### src/rtl/sa_event_detect.sv
module sa_event_detect #(
  parameter int AW     = 64,
  parameter int LW     = 4,
  parameter int MW     = 8,
  parameter int SA_BIT = 5,
  parameter int CW     = 8
) (
  input  logic          clk,
  input  logic          rst_n,
  input  logic          st_valid,
  input  logic [AW-1:0] st_addr,
  input  logic [LW-1:0] st_len_m1,
  input  logic [AW-1:0] inst_addr,
  input  logic          psw_mon_en,
  input  logic [1:0]    psw_asc,
  input  logic [MW-1:0] evt_mask,
  input  logic [AW-1:0] win_lo,
  input  logic [AW-1:0] win_hi,
  input  logic          evt_clr,
  output logic          st_block,
  output logic          evt_pend,
  output logic [AW-1:0] evt_addr,
  output logic [CW-1:0] evt_code
);

  function automatic logic on_arc(input logic [AW-1:0] x, lo, hi);
    if (lo <= hi) return (x >= lo) && (x <= hi);
    else          return (x >= lo) || (x <= hi);
  endfunction

  logic [AW-1:0] st_last;
  logic          armed, overlap;
  logic [CW-1:0] hit_code;

  assign st_last  = st_addr + {{(AW-LW){1'b0}}, st_len_m1};
  assign armed    = st_valid && psw_mon_en && evt_mask[SA_BIT];
  assign overlap  = on_arc(st_addr, win_lo, win_hi) || on_arc(win_lo, st_addr, st_last);
  assign st_block = armed && overlap;
  assign hit_code = {1'b1, {(CW-3){1'b0}}, psw_asc};

  always_ff @(posedge clk or negedge rst_n) begin
    if (!rst_n) begin
      evt_pend <= 1'b0;
      evt_addr <= '0;
      evt_code <= '0;
    end else begin
      evt_pend <= st_block;
      if (st_block) evt_addr <= inst_addr;
      evt_code <= (evt_clr ? '0 : evt_code) | (st_block ? hit_code : '0);
    end
  end

endmodule


### config.mk
export PLATFORM = sky130hd
export DESIGN_NAME = sa_event_detect
export DESIGN_NICKNAME = d
export VERILOG_FILES = /design/src/rtl/sa_event_detect.sv
export SDC_FILE = /design/constraint.sdc
export NUM_CORES = 1
export LEC_CHECK = 0
export BUFFER_PORTS_ARGS = -buffer_cell sky130_fd_sc_hd__buf_4
export CORE_MARGIN = 4
export CORE_UTILIZATION = 52
export CTS_CLUSTER_SIZE = 28
export DETAILED_ROUTE_END_ITERATION = 6
export GPL_ROUTABILITY_DRIVEN = 0
export PLACE_DENSITY = 0.79
export REMOVE_ABC_BUFFERS = 1
export SLEW_MARGIN = 20
export SYNTH_ARGS = -nofsm -noshare
export SYNTH_HDL_FRONTEND = slang
export SYNTH_SLANG_ARGS = --single-unit
### constraint.sdc
create_clock -name clk -period 22.2 [get_ports clk]
set_clock_uncertainty 0.1 [all_clocks]
set_input_delay 4.44 -clock clk [delete_from_list [all_inputs] [get_ports clk]]
set_output_delay 4.44 -clock clk [all_outputs]
set_load 0.005 [all_outputs]
=== Word level (Yosys, flattened, before mapping) ===
Index checks and enable logic that the tools add are counted.

* Multiplexer cells: 4
* Magnitude comparators: 6
* Add/subtract/negate cells: 1
* Reductions and logical operators: 8
* Bitwise gates (word level): 1

{| class="wikitable"
|+ Operators by type and width
! operator !! number
|-
| 64-bit <= comparator || 4
|-
| 64-bit greater-or-equal comparator || 2
|-
| 64-bit by 4-bit adder with 64-bit output || 1
|-
| 8-bit two-way mux || 2
|-
| 8-bit bitwise OR || 1
|-
| 1-bit logical AND || 5
|-
| 1-bit logical OR || 3
|-
| 1-bit two-way mux || 2
|}

* Logic and storage cells: 23
* Flip-flop bits (word level): 73
* Bits of input ports: 275

=== Logic depth before layout (Yosys ltp) ===
Gate-level depths: netlist (run 1).

* Word-level depth: 8
* Depth in mapped cells: 27
* Mapped depth without buffers: 25

=== Worst setup path after synthesis (run 1) ===
Ideal clock, no wire load.

* Path type: input to output
* Start: in st_addr[0]
* End: out st_block
* Slack: 8649 ps
* Data required time: 17660 ps
* Stages: 26
* Data arrival time: 9011 ps
* Path through: ha_1 > fa_1 > a21o_1 > a21o_1 > and2_1 > nand2_1 > nor2_1 > and3_1 > and3_1 > nand2_1 > or3_1 > nor3_1 > ha_1 > inv_1 > ha_1 > nand4_1 > nor3_1 > nand3_1 > nor4_1 > o21bai_1 > o31a_1 > a2bb2oi_1 > nand3_1 > o211ai_1 > buf_6 > buf_6

* Cells in the longest elaborated chain, start to end: 6
* Elaborated cells between the ends (all ways): 14
* Those cells by class: 1 x add/sub; 5 x order compare; 2 x mux; 6 x reduce/logical

{| class="wikitable"
|+ Ends and longest elaborated chain
! item !! line !! source
|-
| start: declaration || 11 || <nowiki>input logic [AW-1:0] st_addr,</nowiki>
|-
| 64-bit by 4-bit adder with 64-bit output || 35 || <nowiki>assign st_last = st_addr + {{(AW-LW){1'b0}}, st_len_m1};</nowiki>
|-
| 64-bit <= comparator || 27, 28 ||
|-
| 1-bit logical OR / 1-bit logical AND (equally long branches) || 28, 27 ||
|-
| 1-bit two-way mux || 27 || <nowiki>if (lo <= hi) return (x >= lo) && (x <= hi);</nowiki>
|-
| 1-bit logical OR (*) || 37 || <nowiki>assign overlap = on_arc(st_addr, win_lo, win_hi) || on_arc(win_lo, st_addr, st_last);</nowiki>
|-
| 1-bit logical AND (*) || 38 || <nowiki>assign st_block = armed && overlap;</nowiki>
|-
| end: declaration || 20 || <nowiki>output logic st_block,</nowiki>
|}

Every way passes the cells marked *; elsewhere a longest branch is shown, timed or not.

=== Worst setup path after layout (run 1) ===
Same ends and word-level chain as after synthesis.

==> results of run 1 <==
flip-flops by register name, indices dropped and copies added (netlist names):
signal and count:
evt_code 3, evt_pend 1, evt_addr 64
power breakdown:
part,internal (µW),leakage (µW),switching (µW)
clock,98.5,0.000157,54.0
sequential,160,0.000816,21.1
combinational,164,0.00643,140
cells in the mapped netlist, drive strengths merged (45+ instances only):
library cell	instances
ha	294
inv	177
a21oi	90
nand2	84
nor2	72
dfrtp	68
mux2	68
nand4	67
o21ai	58
xnor2	57
nor3	46
nand3	45
cell families (layout without fill, tap and decap cells):
kind of cell | after synthesis | count (layout) | share of synthesized area, %
buffers and inverters | 195 | 530 | 6.936
adders and majority gates | 295 | 295 | 32.60
other | 1 | 12 | 0.03305
DFF | 68 | 68 | 15.00
AOI/OAI and AO/OA | 269 | 269 | 15.16
and+or+nand+nor | 393 | 393 | 17.98
xor gates and xnor gates | 62 | 62 | 4.786
muxes | 71 | 71 | 7.510
worst min-delay path by stage:
| stage | start | endpoint | slack [ns] |
|---|---|---|---|
| global route | evt_code[7]$_DFF_PN0_ | evt_code[7]$_DFF_PN0_ | 0.42 |
| detailed placement | evt_code[7]$_DFF_PN0_ | evt_code[7]$_DFF_PN0_ | 0.38 |
| global placement | evt_code[7]$_DFF_PN0_ | evt_code[7]$_DFF_PN0_ | 0.37 |
| CTS | evt_code[7]$_DFF_PN0_ | evt_code[7]$_DFF_PN0_ | 0.40 |
| finish | evt_code[7]$_DFF_PN0_ | evt_code[7]$_DFF_PN0_ | 0.40 |
| floorplan | evt_code[7]$_DFF_PN0_ | evt_code[7]$_DFF_PN0_ | 0.38 |
layer usage:
layer | GRT usage (%) | vias to the layer above | share of wire (%)
met1 | 35.04 | 5408 | 39
met4 | 11.17 | 0 | 3.7
met3 | 5.298 | 87 | 7.7
met5 | 0 | - | 0
li1 | - | 5690 | -
met2 | 53.57 | 470 | 50
worst max-delay path, delay by kind of cell:
| kind | cells | cell delay, ns |
|---|---|---|
| and+or+nand+nor | 13 | 2.73 |
| AOI/OAI and AO/OA | 6 | 1.17 |
| buffers and inverters | 4 | 1.17 |
| adders and majority gates | 4 | 1.23 |
layout make-up:
cell class | count | area (µm²) | area share, %
Tap cell | 275 | 344.1 | 2.382
Sequential cell | 68 | 1702 | 11.78
Inverter | 177 | 664.4 | 4.599
Multi-Input combinational cell | 1095 | 8872 | 61.42
Clock buffer | 10 | 229.0 | 1.585
Timing Repair Buffer | 337 | 2530 | 17.51
Antenna cell | 7 | 17.52 | 0.1213
Clock inverter | 6 | 87.58 | 0.6063
stage by stage:
step	area, µm²	setup slack (ns)	std cells	utilization, %
floorplan	11240	5.632	1340	-
global placement	14110	6.996	1952	66.50
detailed placement	14110	6.898	1952	66.50
CTS	14430	6.912	1968	68.00
global route	14450	6.393	1975	68.08
finish	14450	6.819	1975	68.08
==> results.md, run 1 <==
* Slowest stage delay, CP at 0.75 ns
* Post-CTS Repair Setup Buffers at 0
* Post-synth EDFFs at 0
* Achievable frequency at 65.01 MHz
* Pwr Total at 636.7 µW
* # port buffers at 336
* Pleak at 0.007407 µW
* Syn. warnings at 0
* Critical Path RT at 17.66 ns
* Maximum clock path buffer count at 2
* Num rows at 53
* FF-to-FF setup slack at 21.30 ns
* Ys async rst share at 100.0%
* Via density at 5.901
* Max IR drop VDD at 0.07882 mV
* Commonest non-fill, non-tap cells in the layout: buf_4, ha_1, inv_1
* Unrepaired setup endpoints after global routing: false
* Final Cycle Share at 69.29%
* Synth Flop Type: dfrtp_1
* Synthesized area per cell at 8.380 µm²
* Width of the die at 155.7 µm
* Period minus WS final at 15.38 ns
* Fill cells at 1792
* R2r endpoint: evt_addr[30]$_DFFE_PN0P_
* Worst Setup Path Type: input port to primary output
* CTS Hold Buffers Added at 0
* Final Hold Vio Count at 0
* Area contributors post-synth: ha_1, dfrtp_1, inv_1
* Vias in the first global route at 11.85k
* Worst EP arrival at 10.84 ns
* Largest net degree at the start of global routing at 70
* Layout cell share with drive strength beyond 1 at 25.34%
* Yosys reg bits at 68
* All-Layer GR Usage at 29.67%
* Area Overhead vs Synth at 27.33%
* Reg2reg start: evt_addr[30]$_DFFE_PN0P_
* Critical Path Start: st_addr[0]
* Top cell type's share of synthesized area at 32.42%
* CP endpoint kind: primary output
* WL final at 37200 µm
* Worst Hold Depth at 1
* Height of the chip at 155.7 µm
* H-tree Lvls at 3
* Nets@finish at 2258
* TNS Setup at 0 ns
* Starting DRC count in detailed routing at 650
* Max Slew Vio Count at 0
* CTS Root Cell: clkbuf_16
* Post-Syn Instances at 1354
* First-pass GRT wire length at 58620 µm
* I/O pin count at 349
* Status: completed
* Grt ovf at 0
* Sequential area share after synthesis at 15.00%
* Post-Syn Area at 11350 µm²
* Commonest non-fill, non-tap cell in the layout: buf_4
* Setup violations, final at 0
* Antenna-violating nets left at 0
* DRC viols at 0
* Clock transition at path regs at 0.05 ns
* Initial antenna violation count at 7
* Max-cap violations at 0
* Core ar. at 21220 µm²
* CP endpoint: st_block
* Worst R2R Path Depth at 1
* Max FO, Critical Path at 69
* Synth cell types at 71
* Cts bufs inserted at 9
* Post-CTS Resized at 0
* Clock Latency Late Sink at 0.33 ns
* Worst setup SP type: input port
* DRT Pass-1 Iters at 5
* Vias at 11.66k
* Clk sink count at 68
* Slew HR at 34.06%
* Cell taking the most area after synthesis: ha_1
* Worst Tran Pin Value at 0.9892 ns
* Crit-path slowest cell: buf_4
* Wire per inst at 18.84 µm
* Hold slack at 0.3998 ns
* Die area at 24250 µm²
* HP Class: flip-flop to flip-flop
* DP HPWL at 32640 µm
* Starting Density at 53.47%
* Pwr dens at 44.07 nW/µm²
* Clock tree from TritonCTS: yes
(Power assumes the default switching activity.)
==> run 2: changes to the inputs <==
==> constraint.sdc (replaced) <==
create_clock -name clk -period 14.4 [get_ports clk]
set_clock_uncertainty 0.1 [all_clocks]
set_input_delay 2.88 -clock clk [delete_from_list [all_inputs] [get_ports clk]]
set_output_delay 2.88 -clock clk [all_outputs]
set_load 0.005 [all_outputs]
==> results.md, run 2 (synthesized netlist as in run 1, its figures left out) <==
* Biggest regs: evt_addr x64, evt_code x3, evt_pend x1
* Unrepaired setup endpoints after global routing: false
* Pleak at 0.007398 µW
* Pwr dens at 68.04 nW/µm²
* Starting Density at 53.47%
* Clock Latency Late Sink at 0.32 ns
* Antenna-violating nets left at 0
* Post-CTS Repair Setup Buffers at 0
* Starting DRC count in detailed routing at 664
* Commonest non-fill, non-tap cell in the layout: buf_4
* TNS Setup at 0 ns
* Core ar. at 21220 µm²
* Commonest non-fill, non-tap cells in the layout: buf_4, ha_1, inv_1
* Achievable frequency at 86.96 MHz
* Max FO, Critical Path at 6
* Worst Tran Pin Value at 0.9170 ns
* Worst setup SP type: input port
* DP HPWL at 33130 µm
* Biggest register: evt_addr
* Final Hold Vio Count at 0
* Worst Hold Depth at 1
* Vias at 11.57k
* Post-CTS Resized at 0
* Worst Setup Path Type: input port to primary output
* Largest net degree at the start of global routing at 69
* Hold endpoint: evt_code[7]$_DFF_PN0_
* Die area at 24250 µm²
* Final core occ at 68.08%
* HP Class: flip-flop to flip-flop
* Wire per inst at 19.14 µm
* CTS Root Cell: clkbuf_16
* Area Overhead vs Synth at 27.33%
* Vias in the first global route at 11.88k
* Worst R2R Path Depth at 1
* R2r endpoint: evt_addr[31]$_DFFE_PN0P_
* Worst EP arrival at 8.52 ns
* Maximum clock path buffer count at 2
* Layout cell share with drive strength beyond 1 at 25.35%
* DRC viols at 0
* CTS Hold Buffers Added at 0
* DRT Pass-1 Iters at 5
* Max-cap violations at 0
* Clock tree from TritonCTS: yes
* Width of the die at 155.7 µm
* Number of flip-flops in the largest register at 64
* Clk sink count at 68
* Hold Crit Start: evt_code[7]$_DFF_PN0_
* Max Slew Vio Count at 0
* Height of the chip at 155.7 µm
* First-pass GRT wire length at 58560 µm
* WL final at 37800 µm
* Status: completed
* Final Non-Filler Cells at 1975
* Max IR drop VDD at 0.1090 mV
* FF-to-FF setup slack at 13.51 ns
* # port buffers at 336
* Period minus WS final at 11.50 ns
* H-tree Lvls at 3
* Fill cells at 1756
* I/O pin count at 349
* Critical Path RT at 11.42 ns
* Via density at 5.856
* Clock transition at path regs at 0.06 ns
* Initial antenna violation count at 8
* Cell Count Post-Placement at 1952
* Setup violations, final at 0
* Num rows at 53
* Post-route cell area at 14450 µm²
* All-Layer GR Usage at 29.89%
* Cts bufs inserted at 9
* Placed cell areas at 14110 µm²
* Slew HR at 38.86%
* Grt ovf at 0
* Nets@finish at 2258
* CP endpoint kind: primary output
* Final Cycle Share at 79.86%
* Reg2reg start: evt_addr[31]$_DFFE_PN0P_
run 2: cell type report:
| cell class | count | area [µm²] | share of cell area (%) |
|---|---|---|---|
| multi-input cells | 1095 | 8872 | 61.42 |
| clock buffers | 9 | 225.2 | 1.559 |
| well taps | 275 | 344.1 | 2.382 |
| repair buffers | 337 | 2530 | 17.51 |
| clock inverters | 6 | 88.84 | 0.6149 |
| flip-flops and latches | 68 | 1702 | 11.78 |
| inverters | 177 | 664.4 | 4.599 |
| diodes | 8 | 20.02 | 0.1386 |
run 2: routing by layer:
metal,part of all wire (%),vias to the layer above,global-route usage (%)
li1,-,5678,-
met1,38,5310,34.45
met2,49,477,52.35
met3,7.9,100,6.380
met4,5.1,0,15.01
met5,0,-,0
run 2: critical path: stages:
cell and delay, ns:
buf_4 0.13, ha_1 0.21, fa_1 0.40, a21o_1 0.19
a21o_1 0.20, and2_1 0.19, nand2_1 0.17, nor2_1 0.13
and3_1 0.22, and3_1 0.20, nand2_1 0.19, or3_1 0.21
nor3_1 0.07, ha_1 0.31, inv_1 0.05, ha_1 0.30
nand4_1 0.14, nor3_1 0.42, nand3_1 0.24, nor4_1 0.42
o21bai_1 0.18, o31a_1 0.20, a2bb2oi_1 0.22, nand3_1 0.11
o211ai_1 0.34, buf_4 0.19
run 2: metrics by stage:
step	power, µW	setup WS, ns	hold WS [ns]
2_1_floorplan	506.2	0.9523	0.3775
3_5_place_dp	745.5	2.928	0.3746
4_1_cts	987.7	2.911	0.3910
6_report	983.0	2.900	0.3872
5_1_grt	1051	2.428	0.4141
3_3_place_gp	726.7	3.009	0.3694
run 2: report_power, final:
group	internal [µW]	total (µW)	switching (µW)
Clock	151	235	83.9
Combinational	253	469	217
Sequential	246	279	32.9
run 2: worst max path at each step:
stage / from / to / slack (ns) / cells past startpoint
global route: st_addr[0] / st_block / 2.43 / 26
CTS: st_addr[0] / st_block / 2.91 / 26
floorplan: st_addr[0] / st_block / 0.95 / 24
finish: st_addr[0] / st_block / 2.90 / 26
detailed placement: st_addr[0] / st_block / 2.93 / 26
global placement: st_addr[0] / st_block / 3.01 / 26
==> run 3: changes to the inputs <==
--- a/config.mk
+++ b/config.mk
@@ -5,13 +5,14 @@
 export SDC_FILE = /design/constraint.sdc
 export NUM_CORES = 1
 export LEC_CHECK = 0
+export ABC_AREA = 1
 export BUFFER_PORTS_ARGS = -buffer_cell sky130_fd_sc_hd__buf_4
 export CORE_MARGIN = 4
-export CORE_UTILIZATION = 52
+export CORE_UTILIZATION = 50
 export CTS_CLUSTER_SIZE = 28
 export DETAILED_ROUTE_END_ITERATION = 6
 export GPL_ROUTABILITY_DRIVEN = 0
-export PLACE_DENSITY = 0.79
+export PLACE_DENSITY = 0.78
 export REMOVE_ABC_BUFFERS = 1
 export SLEW_MARGIN = 20
 export SYNTH_ARGS = -nofsm -noshare
==> constraint.sdc (replaced) <==
create_clock -name clk -period 9.9 [get_ports clk]
set_clock_uncertainty 0.1 [all_clocks]
set_input_delay 1.98 -clock clk [delete_from_list [all_inputs] [get_ports clk]]
set_output_delay 1.98 -clock clk [all_outputs]
set_load 0.005 [all_outputs]
==> results.md, run 3 <==
* DP HPWL at 34190 µm
* Core ar. at 24250 µm²
* Starting Density at 50.64%
* Largest net degree at the start of global routing at 69
* Worst setup SP type: input port
* Worst EP arrival at 6.87 ns
* Share of total power in sequential cells at 27.7%
* Fill cells at 2247
* DRT Pass-1 Iters at 5
* Clock transition at path regs at 0.06 ns
* Height of the chip at 164.7 µm
* Ys async rst share at 100.0%
* R2r endpoint: evt_addr[18]$_DFFE_PN0P_
* Max-cap violations at 0
* Met2 WL post-DR at 18950 µm
* Hold Crit Start: evt_addr[16]$_DFFE_PN0P_
* CTS Root Cell: clkbuf_16
* Vias at 13.38k
* Post-Syn Area at 12280 µm²
* Clock Latency Late Sink at 0.33 ns
* Pwr dens at 92.40 nW/µm²
* Syn. warnings at 0
* Width of the die at 164.7 µm
* Largest delay contributor family on the critical path: simple AND/OR/NAND/NOR gates
* Crit-path most repeated cell: nand2_1
* DRC viols at 0
* Grt ovf at 0
* Achievable frequency at 111.7 MHz
* Clk sink count at 68
* Post-CTS Resized at 0
* Starting DRC count in detailed routing at 933
* All-Layer GR Usage at 27.66%
* WL final at 39410 µm
* Nets@finish at 2742
* Max IR drop VDD at 0.1266 mV
* Post-synth top cells: nand2_1, ha_1, inv_1
* Synth Flop Type: dfrtp_1
* Area Overhead vs Synth at 25.05%
* Buf/Inv on CP at 6
* Cts bufs inserted at 9
* HP Class: flip-flop to flip-flop
* Wire per inst at 15.76 µm
* Pleak at 0.008928 µW
* Post-Syn Instances at 1847
* TNS Setup at 0 ns
* Synth cell types at 44
* Metal3 WL at 3009 µm
* # port buffers at 336
* Max FO, Critical Path at 5
* Post-CTS Repair Setup Buffers at 0
* CTS Hold Buffers Added at 0
* Layout cell share with drive strength beyond 1 at 18.98%
* Area contributors post-synth: ha_1, nand2_1, dfrtp_1
* Logic pwr share at 47.9%
* Synthesized area per cell at 6.649 µm²
* Switching share of power at 37.08%
* Final Hold Vio Count at 0
* I/O pin count at 349
* Hold slack at 0.3714 ns
* Max Slew Vio Count at 0
* Final setup margin at 0.9489 ns
* Maximum clock path buffer count at 2
* Setup violations, final at 0
* FF-to-FF setup slack at 9.15 ns
* Worst path depth at 32
* Initial antenna violation count at 1
* Critical Path RT at 7.82 ns
* Count leader, synth: nand2_1
* Clk network pwr share at 24.3%
* Num rows at 57
* Period minus WS final at 8.951 ns
* Worst Setup Path Type: input port to primary output
* Worst R2R Path Depth at 2
* First-pass GRT wire length at 61580 µm
* Antenna diode count at 0
* H-tree Lvls at 3
* Via density at 5.352
* Die area at 27130 µm²
* Crit-path slowest cell: ha_1
* Top cell type's share of synthesized area at 29.95%
* Vias in the first global route at 12.91k
* Worst Hold Depth at 2
* Cell taking the most area after synthesis: ha_1
* Status: completed
* DP Worst Slack at 0.9961 ns
* Number of flip-flops in the largest register at 64
* Commonest non-fill, non-tap cells in the layout: nand2_1, buf_4, ha_1
* Slew HR at 42.90%
* Biggest regs: evt_addr x64, evt_code x3, evt_pend x1
* Sequential area share after synthesis at 13.86%
* Internal power at 892.8 µW
* Worst Tran Pin Value at 0.8564 ns
* Clock tree from TritonCTS: yes
* Yosys reg bits at 68
* Final core occ at 63.33%
* CP endpoint kind: primary output
* Reg2reg start: evt_addr[18]$_DFFE_PN0P_
* Final Cycle Share at 90.42%
* Hold endpoint: evt_addr[16]$_DFFE_PN0P_
* Biggest register: evt_addr
* Metal-1 WL at 15970 µm
* Antenna-violating nets left at 0
* Post-synth EDFFs at 0
* DR top layer: met5
* Unrepaired setup endpoints after global routing: false
* Net load switching power at 526.2 µW
* Slowest stage delay, CP at 0.32 ns
* Commonest non-fill, non-tap cell in the layout: nand2_1
run 3: layout make-up:
class | count | area, µm² | area share [%]
Sequential cell | 68 | 1702 | 11.08
Tap cell | 324 | 405.4 | 2.640
Clock buffer | 9 | 225.2 | 1.467
Clock inverter | 6 | 88.84 | 0.5785
Multi-Input combinational cell | 1462 | 9295 | 60.53
Timing Repair Buffer | 339 | 2545 | 16.57
Inverter | 292 | 1096 | 7.137
run 3: worst max-delay path by stage:
stage / from / to / slack, ns
6_report: st_addr[0] / st_block / 0.95
5_1_grt: st_addr[0] / st_block / 0.49
4_1_cts: st_addr[0] / st_block / 0.97
3_5_place_dp: st_addr[0] / st_block / 1.0
3_3_place_gp: st_addr[0] / st_block / 1.13
2_1_floorplan: st_addr[0] / st_block / 1.52
run 3: kinds of logic after synthesis:
| logic type | share of synthesized area, % |
|---|---|
| and+or+nand+nor | 31.46 |
| buffers and inverters | 10.59 |
| adders and majority gates | 30.12 |
| AOI/OAI and AO/OA | 10.45 |
| DFF | 13.86 |
| xor gates and xnor gates | 3.495 |
| other | 0.03054 |
run 3: power groups by stage:
stage	combinational (µW)	sequential (µW)	clock, µW
after floorplan	324	403	0
after global placement	656	395	0
after detailed placement	680	398	0
after CTS	684	393	349
after global routing	768	403	362
final	680	394	345
run 3: metrics by stage:
step                      cells  instance area, µm²  total power [µW]
final                      2500               15360              1419
after global routing       2500               15360              1533
after CTS                  2500               15360              1426
after detailed placement   2485               15040              1078
after global placement     2485               15040              1051
after floorplan            1822               12090             727.0
run 3: worst register-to-register path, stage by stage, from the launching register on:
cell     delay [ns]
dfrtp_1        0.39
nand2_1        0.07
nand2_1        0.08
run 3: metal layers:
layer	global-route usage, %	vias up
li1	-	6734
met1	33.25	6067
met2	49.35	486
met3	4.492	91
met4	10.51	2
met5	0	-
